`src/rtl/cellseq_pkg.sv`:
```
package cellseq_pkg;

    typedef enum logic [1:0] {
        ST_BOOT  = 2'd0,
        ST_FETCH = 2'd1,
        ST_EXEC  = 2'd2
    } seq_state_e;

    typedef enum logic [1:0] {
        OPK_NONE  = 2'd0,
        OPK_PLAIN = 2'd1,
        OPK_RET   = 2'd2,
        OPK_REP   = 2'd3
    } op_kind_e;

endpackage

```
`src/rtl/cellseq_slot_pick.sv`:
```
module cellseq_slot_pick #(
    parameter int OPC_W  = 6,
    parameter int SLOTS  = 5,
    parameter int SLOT_W = 3
) (
    input  logic [SLOTS*OPC_W-1:0] ops_i,
    input  logic [SLOT_W-1:0]      sel_i,
    output logic [OPC_W-1:0]       opc_o
);

    logic [OPC_W-1:0] lane [SLOTS];

    for (genvar g = 0; g < SLOTS; g++) begin : g_lane
        assign lane[g] = ops_i[g*OPC_W +: OPC_W];
    end

    // An index past the last lane reads as opcode 0, which ends the cell.
    always_comb begin
        opc_o = '0;
        for (int i = 0; i < SLOTS; i++) begin
            if (sel_i == SLOT_W'(i)) opc_o = lane[i];
        end
    end

endmodule

```
`src/rtl/cellseq_op_class.sv`:
```
module cellseq_op_class
    import cellseq_pkg::*;
#(
    parameter int OPC_W    = 6,
    parameter int RET_CODE = 1,
    parameter int REP_CODE = 2
) (
    input  logic [OPC_W-1:0] opc_i,
    output op_kind_e         kind_o
);

    always_comb begin
        if (opc_i == '0)                       kind_o = OPK_NONE;
        else if (opc_i == OPC_W'(RET_CODE))    kind_o = OPK_RET;
        else if (opc_i == OPC_W'(REP_CODE))    kind_o = OPK_REP;
        else                                   kind_o = OPK_PLAIN;
    end

endmodule

```
`src/rtl/cell_sequencer.sv`:
```
module cell_sequencer
    import cellseq_pkg::*;
#(
    parameter int ADDR_W   = 10,
    parameter int OPC_W    = 6,
    parameter int SLOTS    = 5,
    parameter int RET_CODE = 1,
    parameter int REP_CODE = 2,
    parameter int IRQ_VEC  = 'h3F0
) (
    input  logic                              clk,
    input  logic                              rst_n,
    output logic [ADDR_W-1:0]                 mem_addr,
    input  logic [SLOTS*OPC_W+1:0]            mem_rdata,
    input  logic                              exec_advance,
    output logic                              op_valid,
    output logic [OPC_W-1:0]                  op_code,
    output logic [$clog2(SLOTS+1)-1:0]        op_slot,
    output logic                              rs_push,
    output logic [ADDR_W-1:0]                 rs_push_data,
    output logic                              rs_pop,
    input  logic [ADDR_W-1:0]                 rs_top,
    input  logic                              irq_req,
    output logic                              irq_ack
);

    localparam int TAG_W  = 2;
    localparam int OPS_W  = SLOTS * OPC_W;
    localparam int CELL_W = OPS_W + TAG_W;
    localparam int SLOT_W = $clog2(SLOTS + 1);
    localparam logic [ADDR_W-1:0] VEC = ADDR_W'(IRQ_VEC);

    typedef struct packed {
        seq_state_e          st;
        logic [ADDR_W-1:0]   ip;
        logic [OPS_W-1:0]    ops;
        logic [SLOT_W-1:0]   slot;
    } seq_t;

    seq_t q, d;

    logic [TAG_W-1:0]  rd_tag;
    logic [OPS_W-1:0]  rd_ops;
    logic [ADDR_W-1:0] call_tgt;
    logic [ADDR_W-1:0] ip_inc;
    logic [SLOT_W-1:0] slot_inc;

    logic [OPC_W-1:0]  cur_opc, nxt_opc, first_opc;
    op_kind_e          cur_kind, nxt_kind, first_kind;

    assign rd_tag   = mem_rdata[TAG_W-1:0];
    assign rd_ops   = mem_rdata[CELL_W-1:TAG_W];
    assign call_tgt = mem_rdata[ADDR_W+TAG_W-1:TAG_W];
    assign ip_inc   = q.ip + 1'b1;
    assign slot_inc = q.slot + 1'b1;

    // Current lane, the lane after it, and lane 0 of the incoming cell
    cellseq_slot_pick #(.OPC_W(OPC_W), .SLOTS(SLOTS), .SLOT_W(SLOT_W)) u_pick_cur (
        .ops_i(q.ops), .sel_i(q.slot), .opc_o(cur_opc)
    );
    cellseq_slot_pick #(.OPC_W(OPC_W), .SLOTS(SLOTS), .SLOT_W(SLOT_W)) u_pick_nxt (
        .ops_i(q.ops), .sel_i(slot_inc), .opc_o(nxt_opc)
    );
    cellseq_slot_pick #(.OPC_W(OPC_W), .SLOTS(SLOTS), .SLOT_W(SLOT_W)) u_pick_first (
        .ops_i(rd_ops), .sel_i('0), .opc_o(first_opc)
    );

    cellseq_op_class #(.OPC_W(OPC_W), .RET_CODE(RET_CODE), .REP_CODE(REP_CODE)) u_cls_cur (
        .opc_i(cur_opc), .kind_o(cur_kind)
    );
    cellseq_op_class #(.OPC_W(OPC_W), .RET_CODE(RET_CODE), .REP_CODE(REP_CODE)) u_cls_nxt (
        .opc_i(nxt_opc), .kind_o(nxt_kind)
    );
    cellseq_op_class #(.OPC_W(OPC_W), .RET_CODE(RET_CODE), .REP_CODE(REP_CODE)) u_cls_first (
        .opc_i(first_opc), .kind_o(first_kind)
    );

    always_comb begin
        d            = q;
        op_valid     = 1'b0;
        rs_push      = 1'b0;
        rs_push_data = ip_inc;
        rs_pop       = 1'b0;
        irq_ack      = 1'b0;

        unique case (q.st)
            ST_BOOT: begin
                // Address 0 is already on the RAM input; data arrives next cycle.
                d.st = ST_FETCH;
            end
            ST_FETCH: begin
                if (rd_tag == '0) begin
                    rs_push = 1'b1;
                    d.ip    = call_tgt;
                end else if (first_kind == OPK_NONE) begin
                    d.ip = ip_inc;
                end else begin
                    d.st   = ST_EXEC;
                    d.ops  = rd_ops;
                    d.slot = '0;
                end
            end
            ST_EXEC: begin
                op_valid = 1'b1;
                if (exec_advance) begin
                    unique case (cur_kind)
                        OPK_RET: begin
                            rs_pop = 1'b1;
                            d.ip   = rs_top;
                            d.st   = ST_FETCH;
                        end
                        OPK_REP: begin
                            if (irq_req) begin
                                irq_ack      = 1'b1;
                                rs_push      = 1'b1;
                                rs_push_data = q.ip;
                                d.ip         = VEC;
                                d.st         = ST_FETCH;
                            end else begin
                                d.slot = '0;
                            end
                        end
                        default: begin
                            if (nxt_kind == OPK_NONE) begin
                                d.st = ST_FETCH;
                                if (irq_req) begin
                                    irq_ack = 1'b1;
                                    rs_push = 1'b1;
                                    d.ip    = VEC;
                                end else begin
                                    d.ip = ip_inc;
                                end
                            end else begin
                                d.slot = slot_inc;
                            end
                        end
                    endcase
                end
            end
            default: d.st = ST_FETCH;
        endcase
    end

    assign mem_addr = d.ip;
    assign op_code  = cur_opc;
    assign op_slot  = q.slot;

    always_ff @(posedge clk or negedge rst_n) begin
        if (!rst_n) begin
            q.st   <= ST_BOOT;
            q.ip   <= '0;
            q.ops  <= '0;
            q.slot <= '0;
        end else begin
            q <= d;
        end
    end

    // ---------------- assertions ----------------
    p_call_no_exec_r4: assert property (@(posedge clk) disable iff (!rst_n)
        (q.st == ST_FETCH && rd_tag == '0) |=> !op_valid);

    p_ret_ends_cell_r5: assert property (@(posedge clk) disable iff (!rst_n)
        rs_pop |=> !op_valid);

    p_rep_wraps_r6: assert property (@(posedge clk) disable iff (!rst_n)
        (op_valid && exec_advance && op_code == OPC_W'(REP_CODE) && !irq_ack)
        |=> (op_valid && op_slot == '0));

    p_stall_hold_r7: assert property (@(posedge clk) disable iff (!rst_n)
        (op_valid && !exec_advance) |=> (op_valid && $stable(op_code) && $stable(op_slot)));

    p_stall_quiet_r7: assert property (@(posedge clk) disable iff (!rst_n)
        (op_valid && !exec_advance) |-> (!rs_push && !rs_pop && !irq_ack));

    p_ack_vector_r8: assert property (@(posedge clk) disable iff (!rst_n)
        irq_ack |-> (rs_push && mem_addr == VEC));

    p_ack_refetch_r9: assert property (@(posedge clk) disable iff (!rst_n)
        irq_ack |=> !op_valid);

    p_push_pop_excl_r10: assert property (@(posedge clk) disable iff (!rst_n)
        !(rs_push && rs_pop));

endmodule

```
`config.mk`:
```
export PLATFORM = sky130hd
export DESIGN_NAME = cell_sequencer
export DESIGN_NICKNAME = d
export VERILOG_FILES = /design/src/rtl/cellseq_pkg.sv /design/src/rtl/cellseq_slot_pick.sv /design/src/rtl/cellseq_op_class.sv /design/src/rtl/cell_sequencer.sv
export SDC_FILE = /design/constraint.sdc
export NUM_CORES = 1
export LEC_CHECK = 0
export BUFFER_PORTS_ARGS = -buffer_cell sky130_fd_sc_hd__buf_2
export CAP_MARGIN = 15
export CORE_MARGIN = 3
export CORE_UTILIZATION = 35
export DETAILED_ROUTE_END_ITERATION = 6
export SLEW_MARGIN = 25
export SYNTH_ARGS = -nofsm -noshare
export SYNTH_HDL_FRONTEND = slang
export SYNTH_SLANG_ARGS = --single-unit
export TNS_END_PERCENT = 5
```
`constraint.sdc`:
```
create_clock -name clk -period 4.07 [get_ports clk]
set_input_delay 0.814 -clock clk [delete_from_list [all_inputs] [get_ports clk]]
set_output_delay 0.814 -clock clk [all_outputs]
set_load 0.02 [all_outputs]
```
==> results.json, run 1 <==
{
  "p_per_area_mw_per_mm2": 872,
  "row_count": 35,
  "cts_tree": "built",
  "io_buffers": 78,
  "min_period_ns": 4.06,
  "synth_nets": 447,
  "cp-start-kind": "flip-flop",
  "regArea_mm2": 0.00113,
  "wire_per_inst_um": 18.2,
  "met3_usage_pct": 4.78,
  "yosysWarnings": 0,
  "ios": 79,
  "hold_class": "primary input to async pin",
  "core-area_mm2": 0.00942,
  "area_growth_pct": 24.3,
  "hold_viol_final": 0,
  "grt_util_all_layers_pct": 18.7,
  "place_congestion": 0.904,
  "dpl-instance-area_mm2": 0.00387,
  "gr-total-overflow": 0,
  "cts_buffers": 5,
  "die_area_mm2": 0.0111,
  "critPathRequiredTime_ns": 3.26,
  "endpoint_kind": "output pin",
  "clkLatencyLatePin_ns": 0.31,
  "die_x_um": 105,
  "p_int_mw": 1.88,
  "fin_nets": 518,
  "drv_cap": 0,
  "tightestPinTransition_ns": 0.597,
  "htree_levels": 2,
  "fillers": 913,
  "synth_edf_count": 0,
  "grt_max_degree": 46,
  "fin_crit_sh_pct": 99.7,
  "total_power_mw": 3.75,
  "leakagePower_nw": 1.82,
  "cts.sinks": 45,
  "worst-setup-path-type": "flip-flop to output pin",
  "status": "finished clean",
  "drive_gt1_share_pct": 39.4,
  "slew_headroom_pct": 60.2,
  "crit_fanout": 7,
  "drt-vias-per-instance": 5.61,
  "multi_input_area_mm2": 0.00228,
  "met2_usage_pct": 29.4,
  "grt_antenna_before_repair": 0,
  "slew_viol_final": 0,
  "firstDrtPassIters": 5,
  "grt_pass1_wl_mm": 16.7,
  "met1_usage_pct": 25.3,
  "drt_iter0_drc": 191,
  "fin_skew_ns": 0.0168,
  "clockBufferDepth": 2,
  "syn_area_mm2": 0.00346,
  "setup_viol": 0,
  "critical_path_arrival_ns": 3.24,
  "p_sw_share_pct": 49.8,
  "drc_errors": 0,
  "post_synth.cell_area_avg_um2": 8.87,
  "initial_core_util_pct": 36.7,
  "postSynthCellCount": 390,
  "clockPowerShare_pct": 7.8,
  "rsz0062_at_grt": "true",
  "design_area_mm2": 0.00430,
  "ys_types": 68,
  "clock.fmax_mhz": 246,
  "p_sw_mw": 1.87,
  "synth-async-reset-ratio_pct": 100,
  "dieHeight_um": 105,
  "seqPwrFrac_pct": 24.2,
  "drtAntennaViolNets": 0,
  "root_buffer": "clkbuf_8",
  "busiest_layer": "met2",
  "first_global_vias": 3154,
  "synth-seq-area-share_pct": 32.6,
  "hold_buffers": 0,
  "wl_mm": 10.8,
  "antenna_cells": 0,
  "comb_power_share_pct": 68.0,
  "num_vias": 3316,
  "hpwlAfterDp_mm": 7.88,
  "path_clk_slew_ns": 0.11,
  "synth_top_flop_cell": "dfrtp_1",
  "ir_drop_mv": 0.460,
  "yosys_register_bits": 45
}
[worst max-delay path, cell delays in order, from the launching register on]
cell and delay, ns:
dfrtp_2 0.46, buf_6 0.14, ha_4 0.18, buf_6 0.14, a221oi_4 0.33, o311ai_4 0.12
or4_4 0.62, o211ai_4 0.27, nor2_1 0.09, o31ai_2 0.25, o311ai_2 0.16, buf_4 0.19
[sequential cells by signal, indices dropped and copies added, names as in the netlist]
signal / cells
op_slot: 3
q: 42
[layer usage]
metal	up-vias	routed length, um
met4	0	143
met3	17	851
met5	-	0
li1	1569	-
met2	135	5100
met1	1595	4670
[final timing paths]
| kind | from | endpoint | slack (ns) | depth (start not counted) |
|---|---|---|---|---|
| max in group asynchronous | rst_n | op_slot[0]$_DFFE_PN0P_ | 3.14 | 1 |
| min in group clk | q[19]$_DFFE_PN0P_ | q[19]$_DFFE_PN0P_ | 0.53 | 1 |
| worst min register to register | q[19]$_DFFE_PN0P_ | q[19]$_DFFE_PN0P_ | 0.53 | 1 |
| worst max-delay path | op_slot[0]$_DFFE_PN0P_ | mem_addr[2] | 0.01 | 11 |
| worst min-delay path | rst_n | q[39]$_DFF_PN0_ | 0.47 | 1 |
| worst max register to register | op_slot[0]$_DFFE_PN0P_ | q[35]$_DFF_PN0_ | 1.06 | 11 |
[Yosys cell counts, types with 4 or more instances]
| cell type | n | area (um^2) |
|---|---|---|
| o21ai_1 | 5 | 25.0 |
| buf_4 | 13 | 97.6 |
| o31ai_1 | 7 | 52.6 |
| and3_1 | 7 | 43.8 |
| xor2_1 | 6 | 52.6 |
| o311ai_1 | 7 | 61.3 |
| clkbuf_1 | 13 | 48.8 |
| a221oi_1 | 5 | 43.8 |
| ha_1 | 11 | 138 |
| and2_1 | 5 | 31.3 |
| nor4_1 | 5 | 31.3 |
| xnor2_1 | 7 | 61.3 |
| a21oi_1 | 17 | 85.1 |
| buf_6 | 4 | 45.0 |
| nand2_1 | 25 | 93.8 |
| inv_1 | 19 | 71.3 |
| mux2_2 | 27 | 304 |
| a311oi_1 | 5 | 43.8 |
| o21ai_0 | 15 | 75.1 |
| dfrtp_1 | 45 | 1130 |
| a211oi_1 | 5 | 37.5 |
| buf_2 | 4 | 20.0 |
| a31oi_1 | 8 | 50.1 |
| nor2_1 | 40 | 150 |
| nor3_1 | 6 | 30.0 |
| nand3_1 | 18 | 90.1 |
[layout by cell type, fill, tap and decap left out, types with 7 or more instances in the layout]
master / netlist / layout
nand3_1: 18 / 17
mux2_2: 27 / 27
xnor2_1: 7 / 7
inv_1: 19 / 17
nand2_1: 25 / 24
buf_2: 4 / 75
o21ai_0: 15 / 15
a21oi_1: 17 / 17
buf_4: 13 / 21
dfrtp_1: 45 / 44
and3_1: 7 / 7
nor2_1: 40 / 40
[cells by family after synthesis]
kind of cell | count (synthesis) | synth area share [%]
fa+ha+maj | 11 | 3.98
buf+inv | 54 | 8.28
compound gates | 104 | 22.6
xor+xnor | 13 | 3.29
flops | 45 | 32.6
simple gates | 133 | 19.6
mux | 30 | 9.70
[final cells by class]
type | count | area share, %
clock buffers | 6 | 1.69
inverters | 19 | 1.66
clock inverters | 2 | 0.349
multi-input cells | 291 | 53.1
well taps | 129 | 3.75
flip-flops and latches | 45 | 26.2
repair buffers | 99 | 13.2
[repair_timing]
| item | in CTS | in global routing |
|---|---|---|
| pin swaps | 3 | 18 |
| setup buffers | 4 | 9 |
| setup endpoints to repair | 16 | 18 |
| resized for setup | 11 | 34 |
[through the flow]
step / hold WS (ns) / setup WS [ns] / TNS, ns / util (%) / std cells
after floorplan: 0.489 / 0.181 / 0 / - / 390
after global placement: 0.504 / 0.202 / 0 / 41.1 / 570
after detailed placement: 0.514 / 0.0771 / 0 / 41.1 / 570
after CTS: 0.525 / 0.00249 / 0 / 42.9 / 582
after global routing: 0.537 / -0.0678 / -0.241 / 45.7 / 591
final: 0.471 / 0.0124 / 0 / 45.7 / 591
[power by group through the flow]
stage,Sequential (mW),Clock [mW],Combinational (mW)
final,0.906,0.293,2.55
after global routing,0.935,0.317,2.74
after CTS,0.884,0.302,2.24
after detailed placement,0.895,0,2.15
after global placement,0.892,0,2.12
after floorplan,0.775,0,1.77
No activity file was read; power rests on OpenSTA's default activity.
==> run 2: changes to the inputs <==
--- a/config.mk
+++ b/config.mk
@@ -7,9 +7,12 @@
 export LEC_CHECK = 0
 export BUFFER_PORTS_ARGS = -buffer_cell sky130_fd_sc_hd__buf_2
 export CAP_MARGIN = 15
+export CELL_PAD_IN_SITES_DETAIL_PLACEMENT = 1
+export CELL_PAD_IN_SITES_GLOBAL_PLACEMENT = 1
 export CORE_MARGIN = 3
-export CORE_UTILIZATION = 35
+export CORE_UTILIZATION = 30
 export DETAILED_ROUTE_END_ITERATION = 6
+export PLACE_DENSITY_LB_ADDON = 0.1
 export SLEW_MARGIN = 25
 export SYNTH_ARGS = -nofsm -noshare
 export SYNTH_HDL_FRONTEND = slang
==> results.json, run 2 (synthesis gave the netlist of run 1 again) <==
{
  "hold_viol_final": 0,
  "clockBufferDepth": 2,
  "dieHeight_um": 113,
  "post_layout_nonfiller_instances": 627,
  "mostFrequentLayoutCell": "buf_2",
  "endpoint_kind": "output pin",
  "critPathRequiredTime_ns": 3.26,
  "final_cell_mix": "buf_2 (70), buf_4 (49), dfrtp_1 (44), nor2_1 (39), mux2_2 (27)",
  "grt_util_all_layers_pct": 19.9,
  "preCtsSetupSlack_ns": 0.0141,
  "drt_iter0_drc": 119,
  "total_power_mw": 4.33,
  "cts_buffers": 5,
  "tightestPinTransition_ns": 0.654,
  "drtAntennaViolNets": 0,
  "status": "complete, but fails checks",
  "drive_gt1_share_pct": 45.2,
  "grt_max_degree": 34,
  "r2r-start": "op_slot[0]$_DFFE_PN0P_",
  "dp.cells": 596,
  "core-area_mm2": 0.0110,
  "first_global_vias": 3574,
  "ios": 79,
  "rsz0062_at_grt": "true",
  "path_clk_slew_ns": 0.07,
  "clock.fmax_mhz": 244,
  "slew_headroom_pct": 56.4,
  "top_register": "q",
  "area_growth_pct": 35.6,
  "wl_mm": 13.2,
  "tns_ns": -0.0419,
  "htree_levels": 2,
  "antenna_cells": 0,
  "die_x_um": 113,
  "min_period_ns": 4.10,
  "initial_core_util_pct": 31.4,
  "row_count": 38,
  "design_area_mm2": 0.00469,
  "largest_reg_flops": 42,
  "leakagePower_nw": 2.01,
  "fin_crit_sh_pct": 101,
  "ir_drop_mv": 0.361,
  "root_buffer": "clkbuf_16",
  "dpl-instance-area_mm2": 0.00400,
  "drt-vias-per-instance": 5.45,
  "critPathLaunch": "op_slot[0]$_DFFE_PN0P_",
  "violations": "negative setup slack",
  "utilization_pct": 42.5,
  "cp-start-kind": "flip-flop",
  "die_area_mm2": 0.0129,
  "critical_path_arrival_ns": 3.28,
  "fin_nets": 544,
  "cts.sinks": 45,
  "cts_tree": "built",
  "setup_viol": 2,
  "hold_class": "primary input to async pin",
  "fillers": 1287,
  "hold_ws_ns": 0.537,
  "grt_pass1_wl_mm": 19.9,
  "drv_cap": 0,
  "num_vias": 3417,
  "grt_antenna_before_repair": 0,
  "io_buffers": 78,
  "wire_per_inst_um": 21.0,
  "slew_viol_final": 0,
  "gr-total-overflow": 0,
  "worst_slack_ns": -0.0267,
  "fin_skew_ns": 0.00711,
  "hold_buffers": 0,
  "drc_errors": 0,
  "crit_fanout": 7,
  "worst-setup-path-type": "flip-flop to output pin",
  "p_per_area_mw_per_mm2": 924,
  "place_congestion": 0.818,
  "firstDrtPassIters": 4,
  "clkLatencyLatePin_ns": 0.30,
  "hpwlAfterDp_mm": 9.67
}
run 2: cell count changes in the layout (fill, tap and decap cells not counted), sizes merged:
cell,before,now
buf,99,125
clkinvlp,2,0
clkbuf,6,5
clkinv,0,1
inv,19,20
run 2: area by class of cell:
cell class / instances / area [um^2] / area share (%)
flip-flops and latches: 45 / 1130 / 24.0
multi-input cells: 291 / 2390 / 51.0
repair buffers: 125 / 786 / 16.8
inverters: 19 / 71.3 / 1.52
well taps: 140 / 175 / 3.74
clock buffers: 5 / 125 / 2.67
clock inverters: 2 / 13.8 / 0.293
run 2: timing repair:
item,in CTS,in global routing
pin swaps,8,22
gates resized for setup,18,59
buffers inserted,7,18
gates cloned,0,0
setup endpoints to repair,22,18
run 2: power breakdown:
part           switching, mW  leakage [nW]  internal (mW)
Sequential             0.262         0.548          0.657
Combinational           1.62          1.39           1.37
Clock                  0.193        0.0701          0.226
Total                   2.08          2.01           2.25
run 2: final timing paths:
| path | end | slack [ns] | cells after the start |
|---|---|---|---|
| worst min-delay path | q[36]$_DFF_PN0_ | 0.54 | 1 |
| worst min register to register | q[26]$_DFFE_PN0P_ | 0.54 | 1 |
| min in group clk | q[26]$_DFFE_PN0P_ | 0.54 | 1 |
| max in group asynchronous | q[22]$_DFFE_PN0P_ | 2.79 | 2 |
| worst max register to register | q[36]$_DFF_PN0_ | 1.01 | 12 |
| worst max-delay path | mem_addr[3] | -0.03 | 12 |
run 2: routing by layer:
metal  global-route usage, %  vias up  part of all wire (%)
met2                    35.7       89                    52
li1                        -     1614                     -
met1                    23.4     1688                    41
met5                       0        -                     0
met4                    6.41        0                   2.5
met3                    4.65       26                   4.7
run 2: critical path, stage by stage, from the launching register on:
cell and delay, ns:
dfrtp_2 0.44, buf_6 0.13, ha_4 0.19, buf_4 0.15, a221oi_2 0.36, o311ai_4 0.17
or4_4 0.51, o21bai_4 0.22, a31oi_4 0.13, buf_6 0.15, o31ai_4 0.18, o311ai_2 0.15
buf_4 0.18
